==> config.mk <==
export PLATFORM = sky130hd
export DESIGN_NAME = vec_stride_loader
export DESIGN_NICKNAME = d
export VERILOG_FILES = /design/src/rtl/vsl_pkg.sv /design/src/rtl/vsl_bank_timers.sv /design/src/rtl/vsl_return_track.sv /design/src/rtl/vsl_addr_gen.sv /design/src/rtl/vec_stride_loader.sv
export SDC_FILE = /design/constraint.sdc
export NUM_CORES = 1
export LEC_CHECK = 0
export BUFFER_PORTS_ARGS = -buffer_cell sky130_fd_sc_hd__buf_2
export CAP_MARGIN = 20
export CORE_MARGIN = 8
export CORE_UTILIZATION = 40
export DETAILED_ROUTE_END_ITERATION = 8
export HOLD_SLACK_MARGIN = 0.15
export PLACE_DENSITY_LB_ADDON = 0.3
export SLEW_MARGIN = 15
export SYNTH_ARGS = -nofsm -noshare
export SYNTH_HDL_FRONTEND = slang
export SYNTH_SLANG_ARGS = --single-unit
==> constraint.sdc <==
create_clock -name clk -period 3.8 [get_ports clk]
set_clock_uncertainty 0.1 [all_clocks]
set_input_delay 0.76 -clock clk [delete_from_list [all_inputs] [get_ports clk]]
set_output_delay 0.76 -clock clk [all_outputs]
set_load 0.1 [all_outputs]
==> src/rtl/vsl_pkg.sv <==
package vsl_pkg;

  typedef enum logic {
    LD_IDLE = 1'b0,
    LD_RUN  = 1'b1
  } ld_state_e;

  // Limit a requested element count to the register capacity.
  function automatic int unsigned fit_len(input int unsigned want, input int unsigned cap);
    return (want > cap) ? cap : want;
  endfunction

endpackage

==> src/rtl/vsl_bank_timers.sv <==
module vsl_bank_timers #(
  parameter int NUM_BANKS = 16,
  parameter int BUSY      = 4,
  parameter int BANK_W    = 4
) (
  input  logic                 clk,
  input  logic                 rst_n,
  input  logic                 claim_valid,
  input  logic [BANK_W-1:0]    claim_bank,
  output logic [NUM_BANKS-1:0] busy_vec
);

  localparam int TW = (BUSY < 2) ? 1 : $clog2(BUSY + 1);

  for (genvar b = 0; b < NUM_BANKS; b++) begin : g_bank
    logic [TW-1:0] left_q;

    always_ff @(posedge clk) begin
      if (!rst_n) begin
        left_q <= '0;
      end else if (claim_valid && claim_bank == BANK_W'(b)) begin
        left_q <= TW'(BUSY - 1);
      end else if (left_q != '0) begin
        left_q <= left_q - 1'b1;
      end
    end

    assign busy_vec[b] = (left_q != '0);
  end

  // the issuer may only claim a bank whose timer has run out
  p_claim_free_r4: assert property (@(posedge clk) disable iff (!rst_n)
    claim_valid |-> !busy_vec[claim_bank]);

  if (BUSY > 1) begin : g_busy_chk
    // a claimed bank reports occupied on the following cycle
    p_busy_after_claim_r4: assert property (@(posedge clk) disable iff (!rst_n)
      claim_valid |=> busy_vec[$past(claim_bank)]);
  end

endmodule

==> src/rtl/vsl_return_track.sv <==
module vsl_return_track #(
  parameter int MEM_LAT = 12,
  parameter int IDX_W   = 6
) (
  input  logic             clk,
  input  logic             rst_n,
  input  logic             push_valid,
  input  logic [IDX_W-1:0] push_idx,
  output logic             pop_valid,
  output logic [IDX_W-1:0] pop_idx
);

  logic             v_q   [MEM_LAT];
  logic [IDX_W-1:0] idx_q [MEM_LAT];

  for (genvar s = 0; s < MEM_LAT; s++) begin : g_stage
    if (s == 0) begin : g_head
      always_ff @(posedge clk) begin
        if (!rst_n) begin
          v_q[0]   <= 1'b0;
          idx_q[0] <= '0;
        end else begin
          v_q[0]   <= push_valid;
          idx_q[0] <= push_idx;
        end
      end
    end else begin : g_body
      always_ff @(posedge clk) begin
        if (!rst_n) begin
          v_q[s]   <= 1'b0;
          idx_q[s] <= '0;
        end else begin
          v_q[s]   <= v_q[s-1];
          idx_q[s] <= idx_q[s-1];
        end
      end
    end
  end

  assign pop_valid = v_q[MEM_LAT-1];
  assign pop_idx   = idx_q[MEM_LAT-1];

endmodule

==> src/rtl/vsl_addr_gen.sv <==
module vsl_addr_gen #(
  parameter int ADDR_W    = 32,
  parameter int NUM_BANKS = 16,
  parameter int MAX_VL    = 64,
  parameter int LEN_W     = 7,
  parameter int IDX_W     = 6,
  parameter int BANK_W    = 4
) (
  input  logic                 clk,
  input  logic                 rst_n,
  input  logic                 cmd_valid,
  input  logic [ADDR_W-1:0]    cmd_base,
  input  logic [ADDR_W-1:0]    cmd_stride,
  input  logic [LEN_W-1:0]     cmd_vlen,
  input  logic [NUM_BANKS-1:0] bank_busy,
  input  logic                 wr_fire,
  input  logic [IDX_W-1:0]     wr_idx,
  output logic                 idle,
  output logic                 req_valid,
  output logic [ADDR_W-1:0]    req_addr,
  output logic [IDX_W-1:0]     req_idx,
  output logic                 done
);

  import vsl_pkg::*;

  function automatic logic [BANK_W-1:0] bank_of(input logic [ADDR_W-1:0] a);
    return a[BANK_W-1:0];
  endfunction

  function automatic logic [ADDR_W-1:0] addr_step(input logic [ADDR_W-1:0] a,
                                                  input logic [ADDR_W-1:0] s);
    return a + s;
  endfunction

  ld_state_e          state_q;
  logic [ADDR_W-1:0]  addr_q;
  logic [ADDR_W-1:0]  stride_q;
  logic [LEN_W-1:0]   len_q;
  logic [LEN_W-1:0]   iss_q;
  logic [LEN_W-1:0]   wrc_q;
  logic               done_q;
  logic [LEN_W-1:0]   vlen_fit;
  logic               accept;
  logic               more;
  logic               last_wr;

  assign vlen_fit  = LEN_W'(fit_len(int'(cmd_vlen), MAX_VL));
  assign idle      = (state_q == LD_IDLE);
  assign accept    = cmd_valid && idle;
  assign more      = (iss_q < len_q);
  assign req_valid = (state_q == LD_RUN) && more && !bank_busy[bank_of(addr_q)];
  assign req_addr  = addr_q;
  assign req_idx   = iss_q[IDX_W-1:0];
  assign last_wr   = wr_fire && (wrc_q == len_q - 1'b1);
  assign done      = done_q;

  always_ff @(posedge clk) begin
    if (!rst_n) begin
      state_q  <= LD_IDLE;
      addr_q   <= '0;
      stride_q <= '0;
      len_q    <= '0;
      iss_q    <= '0;
      wrc_q    <= '0;
      done_q   <= 1'b0;
    end else begin
      done_q <= 1'b0;
      if (accept) begin
        if (vlen_fit == '0) begin
          done_q <= 1'b1;
        end else begin
          state_q  <= LD_RUN;
          addr_q   <= cmd_base;
          stride_q <= cmd_stride;
          len_q    <= vlen_fit;
          iss_q    <= '0;
          wrc_q    <= '0;
        end
      end else if (state_q == LD_RUN) begin
        if (req_valid) begin
          addr_q <= addr_step(addr_q, stride_q);
          iss_q  <= iss_q + 1'b1;
        end
        if (wr_fire) begin
          wrc_q <= wrc_q + 1'b1;
        end
        if (last_wr) begin
          state_q <= LD_IDLE;
          done_q  <= 1'b1;
        end
      end
    end
  end

  // no request leaves while idle
  p_idle_no_req_r1: assert property (@(posedge clk) disable iff (!rst_n)
    idle |-> !req_valid);

  // a command offered during a load leaves the load length untouched
  p_busy_ignores_cmd_r1: assert property (@(posedge clk) disable iff (!rst_n)
    (!idle && cmd_valid) |=> $stable(len_q));

  // returning data arrives for the element the write counter expects
  p_write_order_r5: assert property (@(posedge clk) disable iff (!rst_n)
    wr_fire |-> (wr_idx == wrc_q[IDX_W-1:0]));

  // completion is signalled only with the block back in idle
  p_done_idle_r6: assert property (@(posedge clk) disable iff (!rst_n)
    done |-> idle);

  // issue count never runs past the register capacity
  p_len_cap_r8: assert property (@(posedge clk) disable iff (!rst_n)
    req_valid |-> (int'(iss_q) < MAX_VL));

endmodule

==> src/rtl/vec_stride_loader.sv <==
module vec_stride_loader #(
  parameter int ADDR_W    = 32,
  parameter int DATA_W    = 32,
  parameter int NUM_BANKS = 16,
  parameter int BANK_BUSY = 4,
  parameter int MEM_LAT   = 12,
  parameter int MAX_VL    = 64,
  parameter int BANK_W    = $clog2(NUM_BANKS),
  parameter int LEN_W     = $clog2(MAX_VL + 1),
  parameter int IDX_W     = $clog2(MAX_VL)
) (
  input  logic                     clk,
  input  logic                     rst_n,
  input  logic                     cmd_valid,
  output logic                     cmd_ready,
  input  logic [ADDR_W-1:0]        cmd_base,
  input  logic [ADDR_W-1:0]        cmd_stride,
  input  logic [LEN_W-1:0]         cmd_vlen,
  output logic                     mem_req_valid,
  output logic [BANK_W-1:0]        mem_req_bank,
  output logic [ADDR_W-BANK_W-1:0] mem_req_row,
  input  logic [DATA_W-1:0]        mem_rd_data,
  output logic                     vreg_we,
  output logic [IDX_W-1:0]         vreg_idx,
  output logic [DATA_W-1:0]        vreg_data,
  output logic                     done
);

  logic [NUM_BANKS-1:0] bank_busy;
  logic                 idle;
  logic                 issue;
  logic [ADDR_W-1:0]    issue_addr;
  logic [IDX_W-1:0]     issue_idx;
  logic                 ret_valid;
  logic [IDX_W-1:0]     ret_idx;

  vsl_addr_gen #(
    .ADDR_W(ADDR_W), .NUM_BANKS(NUM_BANKS), .MAX_VL(MAX_VL),
    .LEN_W(LEN_W), .IDX_W(IDX_W), .BANK_W(BANK_W)
  ) u_gen (
    .clk(clk), .rst_n(rst_n),
    .cmd_valid(cmd_valid), .cmd_base(cmd_base), .cmd_stride(cmd_stride), .cmd_vlen(cmd_vlen),
    .bank_busy(bank_busy), .wr_fire(ret_valid), .wr_idx(ret_idx),
    .idle(idle), .req_valid(issue), .req_addr(issue_addr), .req_idx(issue_idx),
    .done(done)
  );

  vsl_bank_timers #(
    .NUM_BANKS(NUM_BANKS), .BUSY(BANK_BUSY), .BANK_W(BANK_W)
  ) u_banks (
    .clk(clk), .rst_n(rst_n),
    .claim_valid(issue), .claim_bank(issue_addr[BANK_W-1:0]),
    .busy_vec(bank_busy)
  );

  vsl_return_track #(
    .MEM_LAT(MEM_LAT), .IDX_W(IDX_W)
  ) u_track (
    .clk(clk), .rst_n(rst_n),
    .push_valid(issue), .push_idx(issue_idx),
    .pop_valid(ret_valid), .pop_idx(ret_idx)
  );

  assign cmd_ready     = idle;
  assign mem_req_valid = issue;
  assign mem_req_bank  = issue_addr[BANK_W-1:0];
  assign mem_req_row   = issue_addr[ADDR_W-1:BANK_W];
  assign vreg_we       = ret_valid;
  assign vreg_idx      = ret_idx;
  assign vreg_data     = mem_rd_data;

  // element writes only happen while a load is outstanding
  p_write_in_load_r5: assert property (@(posedge clk) disable iff (!rst_n)
    vreg_we |-> !idle);

  // a request and completion never share a cycle
  p_no_req_at_done_r3: assert property (@(posedge clk) disable iff (!rst_n)
    done |-> !mem_req_valid);

endmodule

==> results.ini <==
[status]
status = finished, final reports clean

[logic_synthesis]
synth_area_mm2 = 0.01050
yosysMostFrequentCell = dfxtp_1
synth_cell_type_count = 64
synth_fa_ha_area_share_pct = 8.767
synth-seq-area-share_pct = 41.74
synth_compound_area_share_pct = 15.93
synth.top_cells.by_count = 219 x dfxtp_1, 135 x nand2_1, 95 x a21oi_1
synthArstFlopShare_pct = 0
synth_simple_gate_area_share_pct = 20.13
synth_top_family_by_area = simple AND/OR/NAND/NOR gates
synth_seq_cells = 219
yosys.area.top_type = dfxtp_1
synth.top_cell.area_share_pct = 41.74
synthesis.nets = 1367
synthMuxAreaShare_pct = 1.811
synth_edf_count = 0
synth_xor_area_share_pct = 5.003
synthTopCellsByArea = dfxtp_1 42%, ha_1 8.6%, and2_1 5.1%
yosysWarningCount = 0
dominantRegCellSynth = dfxtp_1
syn_inst = 1188
synth.avg_cell_area_um2 = 8.842

[routing]
drt_first_iter_violations = 421
via_per_inst = 5.072
vias = 8131
dr.pass1.iters = 5
wl_per_cell_um = 14.62
drtAntennaViolNets = 0
drc = 0
wl_mm = 23.44

[clocking]
cts_made_buffers = 25
cts_setup_buffers = 0
cts_hold_buf = 0
clock-sinks = 219
htree_levels = 1
cts.repair.resized = 0
cts_tree = yes
cts_buffer_depth = 3
cts_root_buf = clkbuf_16
clk_latency_ns = 0.52
clk_pin_slew_worst_paths_ns = 0.06

[critical_path]
timing.critical_path.buf_inv = 3
cp_slowest_cell = mux4_2
required_ns = 2.94
crit_family = multiplexers
path_class = reg2out
cp-start-kind = flop
r2r_slack_ns = 0.64
arrival_ns = 2.73
cpPeakStageDelay_ns = 0.51
cp_max_fo = 7
worstPathCellList = inv_1, ha_1, nand2b_1, mux4_2, mux2i_1, nor2_1, nor3_2, buf_4, buf_12
worstSetupEndpointType = output port

[final_layout]
final.fill_count = 2510
ff_latch_area_mm2 = 0.004384
fin_nets = 1436
areaGrowthSynthToFinish_pct = 13.52
drive_gt1_share_pct = 14.67
multi_input_area_mm2 = 0.005450
n_antenna_cell = 0

[flow_run]
drv_cap = 0

[global_routing]
grt.overflow.total = 0
grt_pass1_wl_mm = 38.70
grt_max_degree = 76
first_global_vias = 7854
track_usage_pct = 14.60
grt_antenna_before_repair = 1

[pwr]
p_per_area_mw_per_mm2 = 625.2
report.power.total_mw = 7.455
power.leakage_nw = 5.187
ir_worst_vdd_mv = 0.3896

[timing]
fin_crit_sh_pct = 94.48
finalCriticalPeriod_ns = 3.590
hold_viol = 0
max_clock_freq_ghz = 0.2785
tns_ns = 0
setup_viol = 0
worst_pin_slew_ns = 0.9478
rsz0062_at_grt = no
slew_headroom_pct = 36.58
slew_viol_final = 0

[floorplanning]
die_x_um = 178.1
coreArea_mm2 = 0.02591
die-height_um = 178.1
initial_utilization_pct = 40.54
dieArea_mm2 = 0.03170
rows = 59
io_pins = 180

[placed_design]
place.port_buffers = 115
hpwl_mm = 16.58
routabilityCongestion = 0.9212

[hold_path]
hp-class = reg2reg

-- placed cells by master (no fill, tap or decap), types with 10 or more instances in the layout --
cell type,Yosys,routed
xor2_1,24,24
nor2_1,77,76
mux2i_1,10,10
nand2_1,135,135
a21oi_1,95,95
o21a_1,13,13
and2_1,85,85
clkbuf_16,0,25
o211ai_1,10,10
nand3_1,18,18
buf_2,10,113
buf_4,39,16
inv_1,55,55
a21boi_0,28,28
ha_1,72,72
nor2b_1,24,23
nand4_1,13,13
nor3_1,15,15
nand2b_1,18,18
o21ai_0,41,41
dfxtp_1,219,219
o211a_1,15,15
xnor2_1,36,36
-- cells by family after synthesis --
group / after synthesis
buffers and inverters: 143
xor gates and xnor gates: 60
DFF: 219
adders and majority gates: 73
and+or+nand+nor: 417
muxes: 14
AOI/OAI and AO/OA: 262
-- power by group --
group / total [mW] / switching (mW) / internal (mW) / leakage (nW)
clock network: 2.21 / 0.900 / 1.31 / 0.376
registers: 2.79 / 0.183 / 2.60 / 1.79
logic: 2.46 / 1.51 / 0.948 / 3.02
-- layout make-up --
cell class              instances  area share [%]
inverters                      55           1.731
clock inverters                 4          0.3253
multi-input cells             826           45.71
clock buffers                  34           6.034
repair buffers                130           5.918
flip-flops and latches        219           36.77
well taps                     335           3.515
-- layer usage --
layer / track usage [%] / up-vias / routed length [um]
met5: 0 / - / 10
met4: 3.994 / 2 / 441
met3: 3.281 / 36 / 1436
met2: 25.43 / 192 / 11080
met1: 17.80 / 3766 / 10470
li1: - / 4135 / -
-- sequential cells by signal (all words and copies together), names as in the netlist --
signal	flops
u_gen.req_addr	32
u_gen.done	1
u_gen.iss_q	7
u_gen.len_q	7
u_banks.g_bank.left_q	48
u_track.idx_q	72
u_track.v_q	12
u_gen.state_q	1
u_gen.stride_q	32
u_gen.wrc_q	7
-- per-stage QoR --
stage | setup WS, ns | area (um2) | instances | util [%] | hold slack (ns)
2_1_floorplan | 0.1301 | 10500 | 1188 | - | 0.3119
3_3_place_gp | 0.6056 | 11170 | 1565 | 43.09 | 0.3129
3_5_place_dp | 0.5810 | 11170 | 1565 | 43.09 | 0.3179
4_1_cts | 0.1510 | 11920 | 1603 | 46.02 | 0.3306
5_1_grt | 0.04695 | 11920 | 1603 | 46.02 | 0.3404
6_report | 0.2099 | 11920 | 1603 | 46.02 | 0.3265
-- final timing paths --
path | startpoint | endpoint | cells after the start
setup / recovery | u_banks.g_bank[6].left_q[0] | mem_req_valid | 9
hold / removal | u_track.idx_q[1][1] | u_track.idx_q[1][7] | 1
setup reg to reg | u_gen.req_addr[0] | u_gen.req_addr[30] | 12
hold reg to reg | u_track.idx_q[1][1] | u_track.idx_q[1][7] | 1
(Power assumes the default switching activity.)
